$ cat config.mk
export PLATFORM = sky130hd
export DESIGN_NAME = frac_clk_div
export DESIGN_NICKNAME = d
export VERILOG_FILES = /design/src/rtl/fdiv_pkg.sv /design/src/rtl/fdiv_cfg.sv /design/src/rtl/fdiv_accum.sv /design/src/rtl/fdiv_clkout.sv /design/src/rtl/frac_clk_div.sv
export SDC_FILE = /design/constraint.sdc
export NUM_CORES = 1
export LEC_CHECK = 0
export ABC_AREA = 1
export CAP_MARGIN = 15
export CORE_ASPECT_RATIO = 1.1
export CORE_MARGIN = 2
export CORE_UTILIZATION = 40
export DETAILED_ROUTE_END_ITERATION = 7
export PLACE_DENSITY_LB_ADDON = 0.3
export SYNTH_ARGS = -nofsm -noshare
export SYNTH_HDL_FRONTEND = slang
export SYNTH_SLANG_ARGS = --single-unit
export TNS_END_PERCENT = 5
$ cat constraint.sdc
create_clock -name clk_i -period 3.95 [get_ports clk_i]
set_input_delay 0.395 -clock clk_i [delete_from_list [all_inputs] [get_ports clk_i]]
set_output_delay 0.395 -clock clk_i [all_outputs]
set_load 0.1 [all_outputs]
$ cat src/rtl/fdiv_pkg.sv
`timescale 1ns/1ps
package fdiv_pkg;
    localparam int unsigned FD_CNT_W = 12;
    localparam int unsigned FD_INC_DEF = 256;
    localparam int unsigned FD_TRIM_DEF = 1563;

    typedef enum logic [1:0] {
        FD_RUN    = 2'd0,
        FD_IDLE   = 2'd1,
        FD_BYPASS = 2'd2
    } fd_mode_e;
endpackage

$ cat src/rtl/fdiv_cfg.sv
`timescale 1ns/1ps
module fdiv_cfg #(
    parameter int unsigned CNT_W    = 12,
    parameter int unsigned INC_RST  = 256,
    parameter int unsigned TRIM_RST = 1563
) (
    input  logic             clk_i,
    input  logic             rst_i,
    input  logic             bypass_i,
    input  logic [CNT_W-1:0] inc_i,
    input  logic [CNT_W-1:0] trim_i,
    input  logic             load_i,
    output logic             byp_o,
    output logic [CNT_W-1:0] inc_o,
    output logic [CNT_W-1:0] trim_o,
    output logic [CNT_W:0]   mod_o,
    output logic [CNT_W:0]   mod_new_o
);
    localparam int unsigned MOD_W = CNT_W + 1;
    localparam logic [MOD_W-1:0] FULL = {1'b1, {CNT_W{1'b0}}};

    typedef struct packed {
        logic             byp;
        logic [CNT_W-1:0] inc;
        logic [CNT_W-1:0] trim;
        logic [MOD_W-1:0] modv;
    } cfg_s;

    cfg_s cfg_d, cfg_q;
    logic [MOD_W-1:0] mod_new;

    function automatic logic [MOD_W-1:0] mod_of(input logic [CNT_W-1:0] l,
                                                 input logic [CNT_W-1:0] m);
        return FULL - {1'b0, m} + {1'b0, l};
    endfunction

    always_comb begin
        mod_new = mod_of(inc_i, trim_i);
        cfg_d   = cfg_q;
        cfg_d.byp = bypass_i;
        if (load_i) begin
            cfg_d.inc  = inc_i;
            cfg_d.trim = trim_i;
            cfg_d.modv = mod_new;
        end
    end

    always_ff @(posedge clk_i) begin
        if (rst_i) begin
            cfg_q.byp  <= 1'b0;
            cfg_q.inc  <= CNT_W'(INC_RST);
            cfg_q.trim <= CNT_W'(TRIM_RST);
            cfg_q.modv <= mod_of(CNT_W'(INC_RST), CNT_W'(TRIM_RST));
        end else begin
            cfg_q <= cfg_d;
        end
    end

    assign byp_o     = cfg_q.byp;
    assign inc_o     = cfg_q.inc;
    assign trim_o    = cfg_q.trim;
    assign mod_o     = cfg_q.modv;
    assign mod_new_o = mod_new;
endmodule

$ cat src/rtl/fdiv_accum.sv
`timescale 1ns/1ps
module fdiv_accum
    import fdiv_pkg::*;
#(
    parameter int unsigned CNT_W = 12
) (
    input  logic             clk_i,
    input  logic             rst_i,
    input  logic             byp_i,
    input  logic [CNT_W-1:0] inc_i,
    input  logic [CNT_W:0]   mod_i,
    input  logic [CNT_W:0]   mod_new_i,
    output logic             load_o,
    output logic             tick_o,
    output logic [CNT_W:0]   acc_o
);
    localparam int unsigned MOD_W = CNT_W + 1;
    localparam int unsigned SUM_W = MOD_W + 1;

    typedef struct packed {
        logic [MOD_W-1:0] acc;
        logic             tick;
    } acc_s;

    acc_s       st_d, st_q;
    fd_mode_e   mode;
    logic [SUM_W-1:0] sum;
    logic [MOD_W-1:0] rem;
    logic             wrap;

    always_comb begin
        sum  = SUM_W'(st_q.acc) + SUM_W'(inc_i);
        wrap = (sum >= SUM_W'(mod_i));
        rem  = MOD_W'(sum - SUM_W'(mod_i));

        if (byp_i)
            mode = FD_BYPASS;
        else if ((inc_i == '0) || (MOD_W'(inc_i) >= mod_i))
            mode = FD_IDLE;
        else
            mode = FD_RUN;

        st_d   = st_q;
        load_o = 1'b0;
        unique case (mode)
            FD_BYPASS: begin
                st_d.acc  = '0;
                st_d.tick = 1'b1;
                load_o    = 1'b1;
            end
            FD_IDLE: begin
                st_d.acc  = '0;
                st_d.tick = 1'b0;
                load_o    = 1'b1;
            end
            default: begin
                if (wrap) begin
                    st_d.tick = 1'b1;
                    load_o    = 1'b1;
                    // residue kept; cleared only if it no longer fits the new modulus
                    st_d.acc  = (rem >= mod_new_i) ? '0 : rem;
                end else begin
                    st_d.tick = 1'b0;
                    st_d.acc  = sum[MOD_W-1:0];
                end
            end
        endcase
    end

    always_ff @(posedge clk_i) begin
        if (rst_i) begin
            st_q.acc  <= '0;
            st_q.tick <= 1'b0;
        end else begin
            st_q <= st_d;
        end
    end

    assign tick_o = st_q.tick;
    assign acc_o  = st_q.acc;
endmodule

$ cat src/rtl/fdiv_clkout.sv
`timescale 1ns/1ps
module fdiv_clkout #(
    parameter int unsigned CNT_W = 12
) (
    input  logic           clk_i,
    input  logic           rst_i,
    input  logic           byp_i,
    input  logic [CNT_W:0] acc_i,
    input  logic [CNT_W:0] mod_i,
    output logic           div_clk_o
);
    localparam int unsigned SUM_W = CNT_W + 2;

    logic lvl_d, lvl_q;
    logic [SUM_W-1:0] half;

    always_comb begin
        half  = (SUM_W'(mod_i) + SUM_W'(1)) >> 1;
        lvl_d = (SUM_W'(acc_i) < half);
    end

    always_ff @(posedge clk_i) begin
        if (rst_i) lvl_q <= 1'b0;
        else       lvl_q <= lvl_d;
    end

    assign div_clk_o = byp_i ? clk_i : lvl_q;
endmodule

$ cat src/rtl/frac_clk_div.sv
`timescale 1ns/1ps
module frac_clk_div
    import fdiv_pkg::*;
#(
    parameter int unsigned CNT_W    = FD_CNT_W,
    parameter int unsigned INC_RST  = FD_INC_DEF,
    parameter int unsigned TRIM_RST = FD_TRIM_DEF
) (
    input  logic             clk_i,
    input  logic             rst_i,
    input  logic             bypass_i,
    input  logic [CNT_W-1:0] inc_i,
    input  logic [CNT_W-1:0] trim_i,
    output logic             tick_o,
    output logic             div_clk_o
);
    localparam int unsigned MOD_W = CNT_W + 1;

    logic             byp_w;
    logic             load_w;
    logic [CNT_W-1:0] act_inc_w;
    logic [CNT_W-1:0] act_trim_w;
    logic [MOD_W-1:0] mod_w;
    logic [MOD_W-1:0] mod_new_w;
    logic [MOD_W-1:0] acc_w;

    fdiv_cfg #(.CNT_W(CNT_W), .INC_RST(INC_RST), .TRIM_RST(TRIM_RST)) u_cfg (
        .clk_i     (clk_i),
        .rst_i     (rst_i),
        .bypass_i  (bypass_i),
        .inc_i     (inc_i),
        .trim_i    (trim_i),
        .load_i    (load_w),
        .byp_o     (byp_w),
        .inc_o     (act_inc_w),
        .trim_o    (act_trim_w),
        .mod_o     (mod_w),
        .mod_new_o (mod_new_w)
    );

    fdiv_accum #(.CNT_W(CNT_W)) u_accum (
        .clk_i     (clk_i),
        .rst_i     (rst_i),
        .byp_i     (byp_w),
        .inc_i     (act_inc_w),
        .mod_i     (mod_w),
        .mod_new_i (mod_new_w),
        .load_o    (load_w),
        .tick_o    (tick_o),
        .acc_o     (acc_w)
    );

    fdiv_clkout #(.CNT_W(CNT_W)) u_clkout (
        .clk_i     (clk_i),
        .rst_i     (rst_i),
        .byp_i     (byp_w),
        .acc_i     (acc_w),
        .mod_i     (mod_w),
        .div_clk_o (div_clk_o)
    );
endmodule

After elaboration in Yosys (flattened, before gate mapping):

Cells that the tools add are included.
Widths: inputs -> output; s select.

* memory bits (read-only): 0
* memory bits (writable): 0
* input bits: 27
* memories kept: 0
* word-level logic and storage cells: 28
* flip-flop bits (word level): 41
* latch bits: 0

* bitwise operators: 0
* multiply operators: 0
* eq/ne operators: 2
* multiplexer cells: 8
* order comparisons: 4
* shifts and indexed selects: 0
* add/subtract/negate cells: 5
* reductions and logical operators: 3
* div/mod/pow operators: 0

Operators by type and width (count)
* $pmux 14 s2: 1
* $add 13x1->14 const B: 1
* $add 13x12->14: 1
* $ge 14x13->1: 1
* $mux 14: 1
* $add 13x12->13: 1
* $ge 12x13->1: 1
* $ge 13x13->1: 1
* $lt 13x13->1: 1
* $mux 13: 1
* $sub 13x12->13 const A: 1
* $sub 13x13->13: 1
* $logic_not 12->1: 1
* $mux 1: 4
* $eq 2x1->1 const B: 1
* $eq 2x2->1 const B: 1
* $mux 2: 1
* $reduce_or 2->1: 1
* $logic_or 1x1->1: 1

Depth between registers and ports, before layout:

Gate-level depths: netlist (run 1).

* depth in word-level cells: 7
* mapped depth: 30
* depth with buffers taken out: 30

Cells and area by module:

From an unflattened synthesis (run 1), not the netlist that was laid out.

* cells, all modules: 884
* area total of the unflattened synthesis: 5541.6 sq um

By module, submodules not included
* fdiv_accum: times used 1, cells each 487, area each 2900.3 sq um
* fdiv_cfg: times used 1, cells each 297, area each 2020.7 sq um
* fdiv_clkout: times used 1, cells each 100, area each 620.6 sq um

==> results of run 1 <==
## worst min-delay path: stages
cell and delay [ns]:
clkdlybuf4s50_1 0.39, inv_1 0.05, nor2_1 0.03
## per-stage QoR
step,setup TNS [ns],cells,util [%]
detailed placement,-3.15,988,46.8
finish,0,1011,53.3
global placement,-2.30,988,46.8
CTS,0,1001,49.2
global route,-1.37,1011,53.3
floorplan,0,772,-
## layout by cell type (no fill, tap or decap), drive strengths merged, types with 3 or more instances in the layout
cell type,Yosys,final
a21o,3,3
a21oi,44,44
buf,9,57
clkbuf,2,9
clkdlybuf4s50,0,28
dfxtp,41,41
fa,3,3
ha,75,75
inv,135,135
nand2,213,213
nand3,64,64
nand4,12,12
nor2,97,97
nor3,6,6
nor4,3,3
o21ai,17,17
o21bai,5,5
xnor2,6,6
xor2,27,27
## final cells by class
cell class | instances | area share, %
Clock inverter | 2 | 0.157
Tap cell | 154 | 3.03
Clock buffer | 10 | 3.37
Multi-Input combinational cell | 585 | 61.3
Timing Repair Buffer | 84 | 11.1
Sequential cell | 41 | 13.0
Inverter | 135 | 8.05
## sequential cells by signal, indices dropped and copies added (netlist names)
signal / count
u_accum.tick_o: 1
u_accum.acc_o: 13
u_cfg.mod_o: 13
u_cfg.byp_o: 1
u_cfg.inc_o: 12
u_clkout.lvl_q: 1
## cell usage after synthesis, types with 4 or more instances
cell type	n	share of area [%]
o21ai_0	16	1.7
buf_6	4	0.93
nor2_1	93	7.2
nor3_1	6	0.62
nand4_1	12	1.5
ha_1	75	19
a21oi_1	42	4.3
inv_2	5	0.39
dfxtp_1	41	17
nand2_1	210	16
xnor2_1	6	1.1
o21bai_1	5	0.77
nand3_1	53	5.5
inv_1	129	10
nand3_2	10	2.1
xor2_1	27	4.9
## path summary, 6_finish.rpt
path,slack (ns),to,startpoint
hold / removal,0.50,u_cfg.byp_o,bypass_i
setup / recovery,0.07,u_accum.acc_o[4],u_accum.acc_o[0]
setup reg to reg,0.07,u_accum.acc_o[4],u_accum.acc_o[0]
hold reg to reg,0.53,u_cfg.mod_o[11],u_cfg.mod_o[11]
## timing repair
| action | CTS | global route |
|---|---|---|
| hold buffers | 0 | 0 |
| buffers inserted | 2 | 10 |
| gates cloned | 0 | 0 |
| pin swaps | 4 | 53 |
| setup endpoints to repair | 13 | 15 |
| gates resized for setup | 15 | 89 |
## kinds of logic (layout without fill, tap and decap cells)
logic type | count (synthesis) | in the layout | synth area share (%)
xor gates and xnor gates | 33 | 33 | 5.96
DFF | 41 | 41 | 16.9
AOI/OAI and AO/OA | 78 | 78 | 9.15
buffers and inverters | 146 | 231 | 12.2
adders and majority gates | 78 | 78 | 20.6
and+or+nand+nor | 396 | 396 | 35.2
## layer usage
layer | wire length [um] | vias to the layer above | share of wire [%] | GRT usage, %
li1 | - | 2621 | - | -
met1 | 6330 | 2262 | 43 | 29.0
met2 | 7130 | 166 | 49 | 39.0
met3 | 802 | 26 | 5.5 | 3.69
met4 | 301 | 0 | 2.1 | 5.85
met5 | 0 | - | 0 | 0
==> flow_summary.json, run 1 <==
{
  "setup_ws_ns": 0.0731,
  "drv_slew": 0,
  "critPathLaunchType": "register",
  "violations": "DRC",
  "clkTransAtPathRegs_ns": 0.06,
  "place_area_mm2": 0.00558,
  "fin_crit_sh_pct": 98.1,
  "gr-usage-all-layers_pct": 22.6,
  "worst_path_max_delay_cell": "ha_1",
  "synth_cell_types": 36,
  "hold-path-cell-count": 3,
  "gp_congestion": 0.971,
  "crit_chain": "ha_4 > inv_2 > fa_2 > nor4_2 > nor2_1 > xor2_1 > ha_1 > nand2_2 > nor2_2 > buf_4 > nand3_2 > nand3_1 > nand2_1 > nand2_2 > ha_4 > a21oi_1 > o21ai_1 > a21oi_2 > nand3_2 > inv_4 > nand2_1 > nand2_1 > inv_1 > nor2_1",
  "die-area_mm2": 0.0130,
  "vias": 5075,
  "critPathBufInv": 4,
  "die_width_um": 109,
  "hold_path_class": "in2reg",
  "status": "finished with violations",
  "post-place-ws_ns": -0.334,
  "coreArea_mm2": 0.0119,
  "crit_required_ns": 4.29,
  "synth_fp_nets": 877,
  "synthArstFlopShare_pct": 0,
  "antenna_found_initial": 0,
  "hold_violations": 0,
  "wire_per_inst_um": 14.4,
  "worst_slew_pin_slew_ns": 0.957,
  "cts_tree": "yes",
  "drive_above_1_share_pct": 19.5,
  "cp_num_cells": 24,
  "final_nets": 961,
  "timing.fmax_mhz": 258,
  "pin_count": 29,
  "critPathMaxFanout": 8,
  "grt_overflow_total": 0,
  "drt_iter0_markers": 394,
  "rsz0062_at_grt": "true",
  "wirelength_mm": 14.6,
  "place_hpwl_mm": 11.5,
  "fin_crit_ns": 3.88,
  "grt_pass1_wl_mm": 22.9,
  "cp_top_family": "simple AND/OR/NAND/NOR gates",
  "slew_headroom_pct": 36.0,
  "drc_errors": 3,
  "r2r_cells": 24,
  "grt_pass1_vias": 4847,
  "first_pass_iters": 8,
  "multi_input_area_mm2": 0.00390,
  "maxCapViolations": 0,
  "place.port_buffers": 28,
  "grt_max_degree": 26,
  "register_area_um2": 825,
  "ys_ff_latch": 41,
  "clk-insertion-delay-late_ns": 0.41,
  "ys_seq_area_share_pct": 16.9,
  "hold_slack_ns": 0.505,
  "avgSynthCellArea_um2": 6.29,
  "syn_inst": 772,
  "postRouteAntennaNets": 0,
  "synth-edff-count": 0,
  "crit_path_max_incr_delay_ns": 0.39,
  "setup_viol": 0,
  "area_growth_pct": 31.0,
  "initial_utilization_pct": 40.7,
  "syn_area_mm2": 0.00485,
  "postLayoutCellArea_mm2": 0.00636,
  "rows": 42,
  "cp_common_cell": "nand2_1",
  "die_y_um": 120,
  "worstPathArrival_ns": 4.22,
  "diodes": 0,
  "path_class": "reg2reg",
  "end_kind": "register",
  "nFillCells": 1158,
  "ys.warnings.count": 0,
  "via_per_inst": 5.02,
  "synth_ff_type": "dfxtp_1",
  "fin_skew_ns": 0.00943
}
Power of run 1 is not shown: default switching activity piles up to over one toggle a cycle in this logic, so the estimate is an artifact.
==> inputs of run 2 (changes only) <==
Clock period 3.95 ns to 4.6 ns, I/O delays scaled along.
==> run 2 against run 1 <==
Net effect:
- the run now ends clean
- register-to-register slack gained 0.39 ns
- die area is the same
- critical path type unchanged
- final area shrank 13%
- critical endpoint is now u_accum.acc_o[11]
==> flow_summary.json, run 2 (same netlist as run 1, synthesis figures left out) <==
{
  "cp_common_cell": "nand2_1",
  "nFillCells": 1245,
  "r2r-start": "u_cfg.inc_o[0]",
  "fin_crit_ns": 4.14,
  "hold_path_end": "u_cfg.mod_o[11]",
  "status": "completed",
  "timing.rr.end": "u_accum.acc_o[11]",
  "final_nets": 909,
  "multi_input_area_mm2": 0.00346,
  "drv_slew": 0,
  "wl_met1_mm": 6.00,
  "reg2reg_slack_ns": 0.46,
  "place_hpwl_mm": 10.9,
  "end_kind": "register",
  "postRouteAntennaNets": 0,
  "die-area_mm2": 0.0130,
  "crit_required_ns": 4.90,
  "clkTransAtPathRegs_ns": 0.06,
  "clk-insertion-delay-late_ns": 0.41,
  "timing.fmax_mhz": 242,
  "fin_setup_tns_ns": 0,
  "initial_utilization_pct": 40.7,
  "slew_headroom_pct": 35.6,
  "drive_above_1_share_pct": 5.96,
  "path_class": "reg2reg",
  "pin_count": 29,
  "via_per_inst": 4.94,
  "gp_congestion": 0.912,
  "antenna_found_initial": 0,
  "area_growth_pct": 13.9,
  "die_y_um": 120,
  "vias": 4736,
  "diodes": 0,
  "drt_iter0_markers": 218,
  "coreArea_mm2": 0.0119,
  "grt_overflow_total": 0,
  "worst_slew_pin_slew_ns": 0.962,
  "cts_hold_buf": 0,
  "worst_path_max_delay_cell": "fa_1",
  "final_common_cell": "nand2_1",
  "hold_violations": 0,
  "setup_viol": 0,
  "rows": 42,
  "met3_length_um": 498,
  "hold-path-cell-count": 2,
  "critPathMaxFanout": 8,
  "highest_layer": "met4",
  "critPathLaunchType": "register",
  "crit_path_max_incr_delay_ns": 0.42,
  "drc_errors": 0,
  "wirelength_mm": 13.0,
  "first_pass_iters": 4,
  "die_width_um": 109,
  "final_cell_mix": "nand2_1 (209), inv_1 (128), nor2_1 (91), ha_1 (75), nand3_1 (52)",
  "wl_met2_mm": 6.21,
  "wire_per_inst_um": 13.6,
  "r2r_cells": 28,
  "fin_crit_sh_pct": 90.0,
  "hold_path_class": "reg2reg",
  "grt_pass1_wl_mm": 22.1,
  "grt_pass1_vias": 4664,
  "cts_tree": "yes",
  "place.port_buffers": 28,
  "maxCapViolations": 0,
  "gr-usage-all-layers_pct": 21.7,
  "fin_skew_ns": 0.00711,
  "grt_max_degree": 26,
  "rsz0062_at_grt": "false",
  "register_area_um2": 821,
  "hp-start": "u_cfg.mod_o[11]",
  "worstPathArrival_ns": 4.44
}
run 2: what timing repair did:
item	4_1_cts	5_1_grt
setup endpoints to repair	0	12
resized for setup	0	11
buffers inserted	0	1
run 2: how the worst max path moves through the flow:
stage,to,depth (start not counted),startpoint,slack [ns]
2_1_floorplan,u_accum.acc_o[10],28,u_cfg.inc_o[0],0.80
3_3_place_gp,u_accum.acc_o[10],26,u_cfg.inc_o[0],0.30
3_5_place_dp,u_accum.acc_o[11],28,u_cfg.inc_o[0],0.19
4_1_cts,u_accum.acc_o[11],26,u_cfg.inc_o[0],0.17
5_1_grt,u_accum.acc_o[11],28,u_cfg.inc_o[0],0.03
6_report,u_accum.acc_o[11],28,u_cfg.inc_o[0],0.46
run 2: per-layer routing:
layer	vias to the layer above	GRT usage (%)
li1	2523	-
met1	2095	28.1
met2	97	36.5
met3	21	2.93
met4	0	7.29
met5	-	0
run 2: area by class of cell:
type	instances	area share, %
timing repair buffer	32	5.57
clock buffer	10	3.87
multi-input combinational	585	62.7
sequential	41	14.9
clock inverter	2	0.272
tap	154	3.49
inverter	135	9.26
run 2: through the flow:
stage          cell area (um2)  utilization, %  worst slack [ns]  hold slack, ns  std cells
3_5_place_dp              5270            44.2             0.187           0.523        947
4_1_cts                   5490            46.0             0.169           0.533        958
5_1_grt                   5530            46.3            0.0310           0.552        959
6_report                  5530            46.3             0.460           0.525        959
3_3_place_gp              5270            44.2             0.302           0.517        947
2_1_floorplan             4850               -             0.800           0.463        772
run 2: critical path, delay by kind of cell, from the launching register on:
kind | cells | cell delay (ns)
AOI/OAI and AO/OA | 4 | 0.79
adders and majority gates | 4 | 1.27
buffers and inverters | 2 | 0.14
DFF | 1 | 0.33
and+or+nand+nor | 18 | 1.50
Power of run 2 is left out for the same reason.
==> inputs of run 3 (changes only) <==
Settings changed: ABC_CLOCK_PERIOD_IN_PS set to 4600, DONT_BUFFER_PORTS set to 1.
==> run 3 against run 2 <==
Net effect:
- cell count shrank 2.8%
- final area shrank 4.2%
- first-iteration DRC count grew 48%
- die area is the same
- clock skew grew 0.0011 ns
- sequential share of layout area grew 0.66 points
- sequential cell count is the same
- routed wire length grew 3.9%
- critical endpoint is now u_accum.acc_o[9]
- register-to-register slack lost 0.11 ns
- global-route usage grew 0.34 points
- via count shrank 1.5%
==> flow_summary.json, run 3 (same netlist as run 1, synthesis figures left out) <==
{
  "fin_skew_ns": 0.00825,
  "wirelength_mm": 13.6,
  "place.port_buffers": 0,
  "grt_pass1_vias": 4638,
  "critPathMaxFanout": 8,
  "critPathLaunchType": "register",
  "wire_per_inst_um": 14.5,
  "rsz0062_at_grt": "false",
  "die_width_um": 109,
  "end_kind": "register",
  "worst_slew_pin_slew_ns": 0.934,
  "diodes": 0,
  "via_per_inst": 5.00,
  "area_growth_pct": 9.05,
  "grt_pass1_wl_mm": 22.2,
  "maxCapViolations": 0,
  "crit_required_ns": 4.90,
  "status": "completed",
  "nFillCells": 1228,
  "final_cell_mix": "nand2_1 (209), inv_1 (128), nor2_1 (91), ha_1 (73), nand3_1 (53)",
  "drc_errors": 0,
  "vias": 4664,
  "final_nets": 883,
  "hold_violations": 0,
  "grt_overflow_total": 0,
  "rows": 42,
  "postRouteAntennaNets": 0,
  "path_class": "reg2reg",
  "coreArea_mm2": 0.0119,
  "first_pass_iters": 5,
  "setup_viol": 0,
  "cts_tree": "yes",
  "die-area_mm2": 0.0130,
  "clkTransAtPathRegs_ns": 0.07,
  "gr-usage-all-layers_pct": 22.0,
  "fin_setup_tns_ns": 0,
  "gp_congestion": 0.949,
  "cp_top_family": "simple AND/OR/NAND/NOR gates",
  "grt_max_degree": 26,
  "fin_crit_sh_pct": 92.5,
  "slew_headroom_pct": 37.7,
  "pin_count": 29,
  "die_y_um": 120,
  "final_common_cell": "nand2_1",
  "crit_path_max_incr_delay_ns": 0.41,
  "critPathBufInv": 3,
  "antenna_found_initial": 0,
  "drive_above_1_share_pct": 6.68,
  "place_hpwl_mm": 11.3,
  "worstPathArrival_ns": 4.55,
  "drt_iter0_markers": 323,
  "hold_path_class": "in2reg",
  "worst_path_max_delay_cell": "fa_1",
  "initial_utilization_pct": 40.7,
  "clk-insertion-delay-late_ns": 0.41,
  "cp_common_cell": "nand2_1",
  "fin_crit_ns": 4.25,
  "timing.fmax_mhz": 235,
  "drv_slew": 0
}
[run 3: cell count changes in the layout (fill, tap and decap cells not counted), moves of 2 or more]
cell,delta
buf_4,+2
clkdlybuf4s50_1,-28
clkinvlp_4,-2
ha_1,-2
[run 3: metal layers]
layer  global-route usage [%]  vias up  share of wire, %
met5                        0        -                 0
met4                     7.77        0               3.0
met3                     3.15       27               3.4
met2                     37.3       96                47
met1                     28.1     2073                47
li1                         -     2468                 -
[run 3: final timing paths]
check                                         to  cells after the start  slack, ns           start
worst min register to register    u_accum.tick_o                      2       0.54     u_cfg.byp_o
worst max register to register  u_accum.acc_o[9]                     28       0.35  u_cfg.inc_o[0]
worst min-delay path            u_accum.acc_o[2]                      1       0.12           rst_i
worst max-delay path            u_accum.acc_o[9]                     28       0.35  u_cfg.inc_o[0]
[run 3: what timing repair did]
item                       in CTS  in global routing
hold buffers                    0                  0
setup endpoints to repair       0                 13
setup buffers                   0                  1
resized for setup               0                 12
[run 3: area by class of cell]
class / count / area, um2 / share of cell area [%]
well taps: 154 / 193 / 3.64
clock buffers: 8 / 200 / 3.78
inverters: 135 / 509 / 9.62
clock inverters: 2 / 35.0 / 0.662
flip-flops and latches: 41 / 821 / 15.5
repair buffers: 7 / 52.6 / 0.993
multi-input cells: 585 / 3480 / 65.8
[run 3: through the flow]
step,utilization [%],hold WS [ns],instance area (um2),cells,worst slack (ns)
global placement,42.0,0.526,5010,921,0.266
finish,44.4,0.118,5290,932,0.346
CTS,43.9,0.118,5240,931,0.116
detailed placement,42.0,0.526,5010,921,0.164
floorplan,-,0.463,4850,772,0.800
global route,44.4,0.114,5290,932,0.00509
Power of run 3 is left out for the same reason.
